==> src/rtl/irq_hub_pkg.sv <==
package irq_hub_pkg;
  localparam int IRQ_W   = 16;
  localparam int CAUSE_W = 4;
  localparam int PRIO_N  = 7;

  localparam int B_SSI = 1;
  localparam int B_MSI = 3;
  localparam int B_STI = 5;
  localparam int B_MTI = 7;
  localparam int B_SEI = 9;
  localparam int B_MEI = 11;
  localparam int B_LCO = 13;

  localparam logic [IRQ_W-1:0] BASE_IMPL_M = 16'h0AAA;
  localparam logic [IRQ_W-1:0] LINE_M      = 16'h08A8;
  localparam logic [IRQ_W-1:0] MSW_BASE_M  = 16'h0202;
  localparam logic [IRQ_W-1:0] SSW_BASE_M  = 16'h0002;
  localparam logic [IRQ_W-1:0] SDELEG_BASE = 16'h0222;
  localparam logic [IRQ_W-1:0] LCO_M       = 16'h2000;

  localparam logic [1:0] SEL_MPEND = 2'd0;
  localparam logic [1:0] SEL_MEN   = 2'd1;
  localparam logic [1:0] SEL_SPEND = 2'd2;
  localparam logic [1:0] SEL_SEN   = 2'd3;

  // rank 0 is the most urgent
  function automatic int prio_bit(int rank);
    case (rank)
      0:       return B_MEI;
      1:       return B_MSI;
      2:       return B_MTI;
      3:       return B_SEI;
      4:       return B_SSI;
      5:       return B_STI;
      default: return B_LCO;
    endcase
  endfunction
endpackage

==> src/rtl/irq_ovf_edge.sv <==
module irq_ovf_edge #(
  parameter int NCNT = 8
) (
  input  logic            clk,
  input  logic            rst,
  input  logic [NCNT-1:0] flags_i,
  output logic            rise_o
);
  logic [NCNT-1:0] prev_q;

  always_ff @(posedge clk) begin
    if (rst) prev_q <= '0;
    else     prev_q <= flags_i;
  end

  assign rise_o = |(flags_i & ~prev_q);
endmodule

==> src/rtl/irq_regs.sv <==
module irq_regs
  import irq_hub_pkg::*;
#(
  parameter bit HAS_LCOF = 1'b1
) (
  input  logic             clk,
  input  logic             rst,
  input  logic             ext_m_i,
  input  logic             tmr_m_i,
  input  logic             sw_m_i,
  input  logic             ext_s_i,
  input  logic             tmr_s_i,
  input  logic             sw_s_set_i,
  input  logic             ovf_rise_i,
  input  logic [IRQ_W-1:0] deleg_eff_i,
  input  logic             we_i,
  input  logic [1:0]       sel_i,
  input  logic [IRQ_W-1:0] wdata_i,
  output logic [IRQ_W-1:0] pend_o,
  output logic [IRQ_W-1:0] en_o
);
  localparam logic [IRQ_W-1:0] LC    = HAS_LCOF ? LCO_M : '0;
  localparam logic [IRQ_W-1:0] IMPL  = BASE_IMPL_M | LC;
  localparam logic [IRQ_W-1:0] MSW   = MSW_BASE_M | LC;
  localparam logic [IRQ_W-1:0] SSW   = SSW_BASE_M | LC;

  logic [IRQ_W-1:0] pend_q, en_q;
  logic [IRQ_W-1:0] line_vec, set_vec, pw_mask, ew_mask, sw_next;

  always_comb begin
    line_vec        = '0;
    line_vec[B_MEI] = ext_m_i;
    line_vec[B_MTI] = tmr_m_i;
    line_vec[B_MSI] = sw_m_i;
    line_vec[B_STI] = tmr_s_i;
    set_vec         = '0;
    set_vec[B_SSI]  = sw_s_set_i;
    set_vec[B_SEI]  = ext_s_i;
    set_vec[B_LCO]  = ovf_rise_i & HAS_LCOF;
  end

  always_comb begin
    pw_mask = '0;
    ew_mask = '0;
    if (we_i) begin
      case (sel_i)
        SEL_MPEND: pw_mask = MSW;
        SEL_SPEND: pw_mask = SSW & deleg_eff_i;
        SEL_MEN:   ew_mask = IMPL;
        default:   ew_mask = IMPL & deleg_eff_i;
      endcase
    end
    // hardware set is applied after the software write so it wins
    sw_next = ((pend_q & ~pw_mask) | (wdata_i & pw_mask) | set_vec) & MSW;
  end

  always_ff @(posedge clk) begin
    if (rst) begin
      pend_q <= '0;
      en_q   <= '0;
    end else begin
      pend_q <= sw_next | (line_vec & LINE_M);
      en_q   <= (en_q & ~ew_mask) | (wdata_i & ew_mask);
    end
  end

  assign pend_o = pend_q;
  assign en_o   = en_q;
endmodule

==> src/rtl/irq_pick.sv <==
module irq_pick
  import irq_hub_pkg::*;
(
  input  logic [IRQ_W-1:0]   cand_i,
  output logic               found_o,
  output logic [CAUSE_W-1:0] cause_o
);
  always_comb begin
    found_o = 1'b0;
    cause_o = '0;
    // walk from least to most urgent; the last hit is the winner
    for (int k = PRIO_N - 1; k >= 0; k--) begin
      if (cand_i[prio_bit(k)]) begin
        found_o = 1'b1;
        cause_o = CAUSE_W'(prio_bit(k));
      end
    end
  end
endmodule

==> src/rtl/irq_hub.sv <==
module irq_hub
  import irq_hub_pkg::*;
#(
  parameter int NCNT     = 8,
  parameter bit HAS_LCOF = 1'b1
) (
  input  logic               clk,
  input  logic               rst,
  input  logic               ext_m_i,
  input  logic               tmr_m_i,
  input  logic               sw_m_i,
  input  logic               ext_s_i,
  input  logic               tmr_s_i,
  input  logic               sw_s_set_i,
  input  logic [NCNT-1:0]    ovf_flags_i,
  input  logic [IRQ_W-1:0]   deleg_i,
  input  logic               csr_we_i,
  input  logic [1:0]         csr_sel_i,
  input  logic [IRQ_W-1:0]   csr_wdata_i,
  output logic [IRQ_W-1:0]   csr_rdata_o,
  output logic               take_m_o,
  output logic [CAUSE_W-1:0] cause_m_o,
  output logic               take_s_o,
  output logic [CAUSE_W-1:0] cause_s_o
);
  localparam logic [IRQ_W-1:0] DELEG_OK = SDELEG_BASE | (HAS_LCOF ? LCO_M : '0);

  logic               ovf_rise;
  logic [IRQ_W-1:0]   pend_q, en_q, deleg_eff, act, cand_m, cand_s;
  logic               hit_m, hit_s;
  logic [CAUSE_W-1:0] pick_m, pick_s;

  assign deleg_eff = deleg_i & DELEG_OK;

  irq_ovf_edge #(.NCNT(NCNT)) u_edge (
    .clk(clk), .rst(rst), .flags_i(ovf_flags_i), .rise_o(ovf_rise)
  );

  irq_regs #(.HAS_LCOF(HAS_LCOF)) u_regs (
    .clk(clk), .rst(rst),
    .ext_m_i(ext_m_i), .tmr_m_i(tmr_m_i), .sw_m_i(sw_m_i),
    .ext_s_i(ext_s_i), .tmr_s_i(tmr_s_i), .sw_s_set_i(sw_s_set_i),
    .ovf_rise_i(ovf_rise), .deleg_eff_i(deleg_eff),
    .we_i(csr_we_i), .sel_i(csr_sel_i), .wdata_i(csr_wdata_i),
    .pend_o(pend_q), .en_o(en_q)
  );

  assign act    = pend_q & en_q;
  assign cand_m = act & ~deleg_eff;
  assign cand_s = act & deleg_eff;

  irq_pick u_pick_m (.cand_i(cand_m), .found_o(hit_m), .cause_o(pick_m));
  irq_pick u_pick_s (.cand_i(cand_s), .found_o(hit_s), .cause_o(pick_s));

  always_ff @(posedge clk) begin
    if (rst) begin
      take_m_o  <= 1'b0;
      cause_m_o <= '0;
      take_s_o  <= 1'b0;
      cause_s_o <= '0;
    end else begin
      take_m_o  <= hit_m;
      cause_m_o <= pick_m;
      take_s_o  <= hit_s;
      cause_s_o <= pick_s;
    end
  end

  always_comb begin
    case (csr_sel_i)
      SEL_MPEND: csr_rdata_o = pend_q;
      SEL_MEN:   csr_rdata_o = en_q;
      SEL_SPEND: csr_rdata_o = pend_q & deleg_eff;
      default:   csr_rdata_o = en_q & deleg_eff;
    endcase
  end
endmodule

==> config.mk <==
export PLATFORM = sky130hd
export DESIGN_NAME = irq_hub
export DESIGN_NICKNAME = d
export VERILOG_FILES = /design/src/rtl/irq_hub_pkg.sv /design/src/rtl/irq_ovf_edge.sv /design/src/rtl/irq_regs.sv /design/src/rtl/irq_pick.sv /design/src/rtl/irq_hub.sv
export SDC_FILE = /design/constraint.sdc
export NUM_CORES = 1
export LEC_CHECK = 0
export BUFFER_PORTS_ARGS = -buffer_cell sky130_fd_sc_hd__buf_2
export CAP_MARGIN = 0
export CORE_ASPECT_RATIO = 1.5
export CORE_MARGIN = 2
export CORE_UTILIZATION = 40
export CTS_BUF_LIST = sky130_fd_sc_hd__clkbuf_2
export DETAILED_ROUTE_END_ITERATION = 16
export GPL_TIMING_DRIVEN = 0
export PLACE_DENSITY = 0.79
export SYNTH_ARGS = -nofsm -noshare
export SYNTH_HDL_FRONTEND = slang
export SYNTH_HIERARCHICAL = 1
export SYNTH_SLANG_ARGS = --single-unit
export TNS_END_PERCENT = 1
==> constraint.sdc <==
create_clock -name clk -period 3.68 [get_ports clk]
set_input_delay 0.184 -clock clk [delete_from_list [all_inputs] [get_ports clk]]
set_output_delay 0.184 -clock clk [all_outputs]
set_load 0.01 [all_outputs]
* Yosys cells after proc, flatten, opt, wreduce, memory -nomap -nowiden
Cells that the tools add are included.
** Operators by class
- Eq/ne operators :: 2
- Reduce and logical (&&, ||, !) cells :: 5
- Bitwise logic cells :: 18
- Multiplexer cells :: 33
** Operators with widths (number)
- 14-bit bitwise AND :: 6
- 4-bit two-way mux :: 14
- 14-bit one-hot mux with 2 select lines :: 2
- 16-bit one-hot mux with 3 select lines :: 1
- 16-bit by 14-bit bitwise AND with 16-bit output :: 2
- 14-bit two-way mux :: 2
- 14-bit inverter :: 2
- 14-bit OR :: 2
- 16-bit bitwise AND :: 1
- 16-bit inverter :: 1
- 16-bit OR :: 1
- 1-bit two-way mux :: 14
- 14-bit by 12-bit OR with 14-bit output :: 1
- 8-bit bitwise AND :: 1
- 8-bit inverter :: 1
- 8-bit OR reduction :: 1
- 3-bit OR reduction :: 2
- 2-bit by 1-bit equality test with 1-bit output, second input constant :: 1
- 2-bit equality test, second input constant :: 1
- 2-bit logical NOT :: 1
- 2-bit OR reduction :: 1
** Storage, ports and cells
- Output and inout bits :: 26
- Bits of input ports :: 51
- Logic and storage cells :: 67
- Bits in registers :: 48

* Depth between registers and ports, before layout
- Word-level depth :: 9
- Depth in mapped cells :: 6
- Gate-level depth less buffers :: 6

* By module
The synthesis kept the hierarchy.
** By module, submodules not included
- irq_regs :: times used 1, area each 752.0 um2, cells an instance 84, sequential area each 280.3 um2
- irq_hub :: times used 1, area each 671.9 um2, cells an instance 82, sequential area each 200.2 um2
- irq_ovf_edge :: times used 1, area each 256.5 um2, cells an instance 30, sequential area each 160.2 um2
- irq_pick :: times used 2, area each 66.3 um2, cells an instance 11, sequential area each 0.0 um2

* Worst setup path after synthesis
OpenSTA, ideal clock, no wires.
- Kind :: flip-flop to flip-flop
- Start point :: register u_regs.pend_q[5], in the netlist u_regs/pend_o[5]
- End point :: register cause_m_o[0]
- Library setup time :: 0.114 ns
- Slack :: 2.091 ns
- Buffers on the path :: 1
- Arrival time :: 1.475 ns
- Stages on the path, launching flop included :: 6
- Clock period less this slack :: 1.589 ns
- Data required time :: 3.566 ns
- Cell sequence :: dfxtp_1 -> and3_1 -> or2_2 -> or4_1 -> buf_4 -> nor2b_1
** Between the ends
- Longest elaborated chain between the ends :: 8
** Ends and longest elaborated chain
- from (decl) :: RTL line irq_regs.sv:27 : logic [IRQ_W-1:0] pend_q, en_q;
- from (signal assigned) :: RTL line irq_regs.sv:62 : pend_q <= sw_next | (line_vec & LINE_M);
- 14-bit bitwise AND :: RTL line irq_hub.sv:48 : assign act = pend_q & en_q;
- 14-bit bitwise AND :: RTL line irq_hub.sv:49 : assign cand_m = act & ~deleg_eff;
- net cand_m[5] :: RTL line irq_hub.sv:29 : logic [IRQ_W-1:0] pend_q, en_q, deleg_eff, act, cand_m, cand_s;
- 4-bit two-way mux (6 in a row) :: RTL line irq_pick.sv:13 : if (cand_i[prio_bit(k)]) begin
- net pick_m[0] :: RTL line irq_hub.sv:31 : logic [CAUSE_W-1:0] pick_m, pick_s;
- to (signal assigned) :: RTL line irq_hub.sv:63 : cause_m_o <= pick_m;
- to (decl) :: RTL line irq_hub.sv:22 : output logic [CAUSE_W-1:0] cause_m_o,
The timed path passes the listed nets, and every way through them passes these cells.
A chain may end at the register's enable or synchronous reset.

* Worst setup path after layout
- Start point :: register u_regs.pend_q[5], in the netlist u_regs/pend_o[5]
- End point :: register cause_s_o[0]
** Between the ends
- Longest elaborated chain between the ends :: 8
** Ends and longest elaborated chain
- 14-bit bitwise AND :: RTL line irq_hub.sv:48
- 14-bit bitwise AND :: RTL line irq_hub.sv:50 : assign cand_s = act & deleg_eff;
- net cand_s[5] :: RTL line irq_hub.sv:29
- 4-bit two-way mux (6 in a row) :: RTL line irq_pick.sv:13
- net pick_s[0] :: RTL line irq_hub.sv:31
- to (signal assigned) :: RTL line irq_hub.sv:65 : cause_s_o <= pick_s;
- to (decl) :: RTL line irq_hub.sv:24 : output logic [CAUSE_W-1:0] cause_s_o
The timed path passes the listed nets, and every way through them passes these cells.

==> insert_results.sql <==
INSERT INTO impl_metrics (metric_group, metric, value, unit) VALUES
('worst_setup_path', 'critical_path.endpoint_type', 'flop', ''),
('routing', 'drc_errors', '0', ''),
('power_and_ir_drop', 'power.static_leakage', '0.00119', 'uW'),
('routing', 'drt-initial-drc-count', '70', ''),
('timing', 'final.period_utilization', '46.6', '%'),
('min_path', 'holdPathStages', '3', ''),
('placement', 'pre_cts_slack', '2000', 'ps'),
('placement', 'numPlacedInstances', '329', ''),
('routing', 'drt-vias-per-instance', '4.53', ''),
('worst_setup_path', 'slowest_stage', 'or4_1', ''),
('clock_tree', 'cts-root-to-sink-buffers', '2', ''),
('floorplan', 'floorplan.die_area', '4950', 'um2'),
('min_path', 'hold_path_class', 'primary input to flop', ''),
('clock_tree', 'cts-root-buf', 'clkbuf_2', ''),
('finish', 'syn2layout_area_growth', '28.8', '%'),
('min_path', 'hold_start', 'ovf_flags_i[7]', ''),
('finish', 'layout.cells.non_filler', '342', ''),
('worst_setup_path', 'worstPathBufferInverterCount', '1', ''),
('worst_setup_path', 'slowest_delay', '490', 'ps'),
('routing', 'routed-via-count', '1550', ''),
('routing', 'first_pass_iters', '4', ''),
('timing', 'grt_setup_unrepaired', 'no', ''),
('status', 'outcome', 'completed', ''),
('global_routing', 'grt_antenna_before_repair', '0', ''),
('logic_synthesis', 'netlist_instances', '209', ''),
('timing', 'fin_tns_setup', '0', 'ps'),
('clock_tree', 'tritoncts', 'done', ''),
('global_routing', 'grt_pass1_wl', '5970', 'um'),
('flow_run', 'max_cap_viols', '0', ''),
('global_routing', 'grt_overflow_total', '0', ''),
('floorplan', 'initial_utilization', '41.7', '%'),
('floorplan', 'die-width', '58.1', 'um'),
('power_and_ir_drop', 'worst_ir_drop_vdd', '0.000289', 'V'),
('worst_setup_path', 'r2r_slack', '1970', 'ps'),
('clock_tree', 'clkTransAtPathRegs', '170', 'ps'),
('worst_setup_path', 'launching_instance_or_port_of_the_critical_path', 'u_regs/pend_o[5]$_SDFF_PP0_', ''),
('floorplan', 'die_height', '85.2', 'um'),
('timing', 'fmaxAchievable', '0.583', 'GHz'),
('worst_setup_path', 'family_with_the_most_delay_on_the_worst_path', 'simple AND/OR/NAND/NOR gates', ''),
('routing', 'routed_wirelength', '3580', 'um'),
('worst_setup_path', 'critical_path_required', '3940', 'ps'),
('global_routing', 'grt_start_max_net_pins', '17', ''),
('finish', 'layout-drive-gt1-share', '30.1', '%'),
('floorplan', 'core_area', '4210', 'um2'),
('worst_setup_path', 'r2r.worst_path.cells', '5', ''),
('finish', 'number_of_nets_in_the_finished_design', '346', ''),
('worst_setup_path', 'crit_chain', 'and3_1 -> or2_2 -> or4_1 -> buf_4 -> nor2b_1', ''),
('worst_setup_path', 'worst-setup-path-type', 'flop to flop', ''),
('routing', 'route.detailed.wl_per_inst', '10.5', 'um'),
('worst_setup_path', 'crit_path_max_fanout', '3', ''),
('clock_tree', 'cts_resized', '0', ''),
('logic_synthesis', 'syn_avg_cell_area', '8.41', 'um2'),
('worst_setup_path', 'crit-reg2reg-launch', 'u_regs/pend_o[5]$_SDFF_PP0_', ''),
('worst_setup_path', 'critPathLaunchType', 'flop', ''),
('clock_tree', 'cts_made_buffers', '5', ''),
('placement', 'numPortBuffers', '46', ''),
('timing', 'setup-violations-final', '0', ''),
('timing', 'timing.final.max_slew_violations', '0', ''),
('floorplan', 'io-pin-count', '77', ''),
('routing', 'count_of_antenna_violating_nets_left_after_detailed_routing', '0', ''),
('floorplan', 'num_rows', '29', ''),
('timing', 'fin_skew', '19.2', 'ps'),
('logic_synthesis', 'synth_area', '1760', 'um2'),
('power_and_ir_drop', 'power.density', '325', 'nW/um2'),
('global_routing', 'number_of_global_route_vias_before_repair', '1511', ''),
('timing', 'final.min_clock_period', '1710', 'ps'),
('finish', 'num_antenna_cells', '0', ''),
('timing', 'post-route-worst-setup-slack', '1970', 'ps'),
('placement', 'post_dp_hpwl', '2900', 'um'),
('global_routing', 'global_route_usage_sum', '15.6', '%'),
('logic_synthesis', 'yosysWarnings', '6', ''),
('timing', 'hold_slack', '24.8', 'ps'),
('clock_tree', 'cts-htree-levels', '2', ''),
('worst_setup_path', 'cp.arrival', '1970', 'ps'),
('clock_tree', 'sink_count', '32', ''),
('placement', 'place.gp.congestion', '0.877', ''),
('worst_setup_path', 'path_depth', '5', ''),
('timing', 'final_hold_fails', '0', ''),
('finish', 'layout_cell_area_excl_fill', '2260', 'um2'),
('placement', 'placedInstanceArea', '2150', 'um2'),
('clock_tree', 'clkLatencyLatePin', '370', 'ps');
metal layers:
metal / GRT usage [%] / routed length [um]
met5: 0 / 0
met4: 7.61 / 47
met3: 3.96 / 186
met2: 29.6 / 1970
met1: 15.0 / 1380
through the flow:
step                      power, uW  util, %
final                           736     53.7
after detailed placement        512     51.1
after global routing            777     53.7
after floorplan                 470        -
after global placement          509     51.1
after CTS                       743     53.5
cell type report:
cell class | count | area [um2]
fill | 399 | 1950
multi-input combinational | 162 | 946
sequential | 32 | 641
timing repair buffer | 51 | 280
buffer | 28 | 219
tap | 46 | 57.6
inverter | 15 | 56.3
clock inverter | 3 | 37.5
clock buffer | 5 | 25.0
report_power, final:
| part | internal, uW | total (uW) | switching (uW) |
|---|---|---|---|
| registers | 364 | 371 | 7.14 |
| clock network | 111 | 227 | 116 |
| logic | 71.3 | 138 | 66.3 |
| total | 546 | 736 | 190 |
cells in the final DEF (no fill, tap or decap):
| master | instances |
|---|---|
| and2_4 | 1 |
| a21oi_1 | 12 |
| or2_2 | 2 |
| a21oi_2 | 3 |
| a211oi_1 | 2 |
| conb_1 | 30 |
| nor4_1 | 2 |
| or4_1 | 3 |
| o21ai_0 | 3 |
| and2_1 | 3 |
| dlygate4sd3_1 | 5 |
| inv_1 | 14 |
| nor3_1 | 4 |
| clkbuf_1 | 1 |
| a21bo_2 | 1 |
| buf_6 | 2 |
| nor2_1 | 26 |
| a31oi_1 | 1 |
| buf_12 | 1 |
| a21bo_1 | 4 |
| nand3b_1 | 1 |
| and3_1 | 6 |
| nand2_1 | 2 |
| and2b_1 | 1 |
| o31ai_1 | 2 |
| buf_2 | 48 |
| nand3_1 | 7 |
| bufinv_16 | 1 |
| buf_4 | 21 |
| mux2i_1 | 16 |
| nand2b_1 | 8 |
| o22ai_1 | 4 |
| dfxtp_1 | 32 |
| or3_4 | 2 |
| clkbuf_2 | 6 |
| clkinv_1 | 2 |
| inv_2 | 1 |
| nor2b_1 | 16 |
what timing repair did:
action / 4_1_cts / 5_1_grt
hold endpoints to repair: 4 / 1
hold buffers: 4 / 1
setup buffers: 0 / 0
tightest hold or removal path, delay by kind of cell:
kind	cells	cell delay (ps)
buffers and inverters	2	150
and+or+nand+nor	1	40
final timing paths:
check / to
setup reg to reg: cause_s_o[0]$_SDFF_PP0_
hold reg to reg: flop
setup / recovery: cause_s_o[0]$_SDFF_PP0_
hold / removal: u_edge/prev_q[7]$_SDFF_PP0_
(Power assumes the default switching activity.)
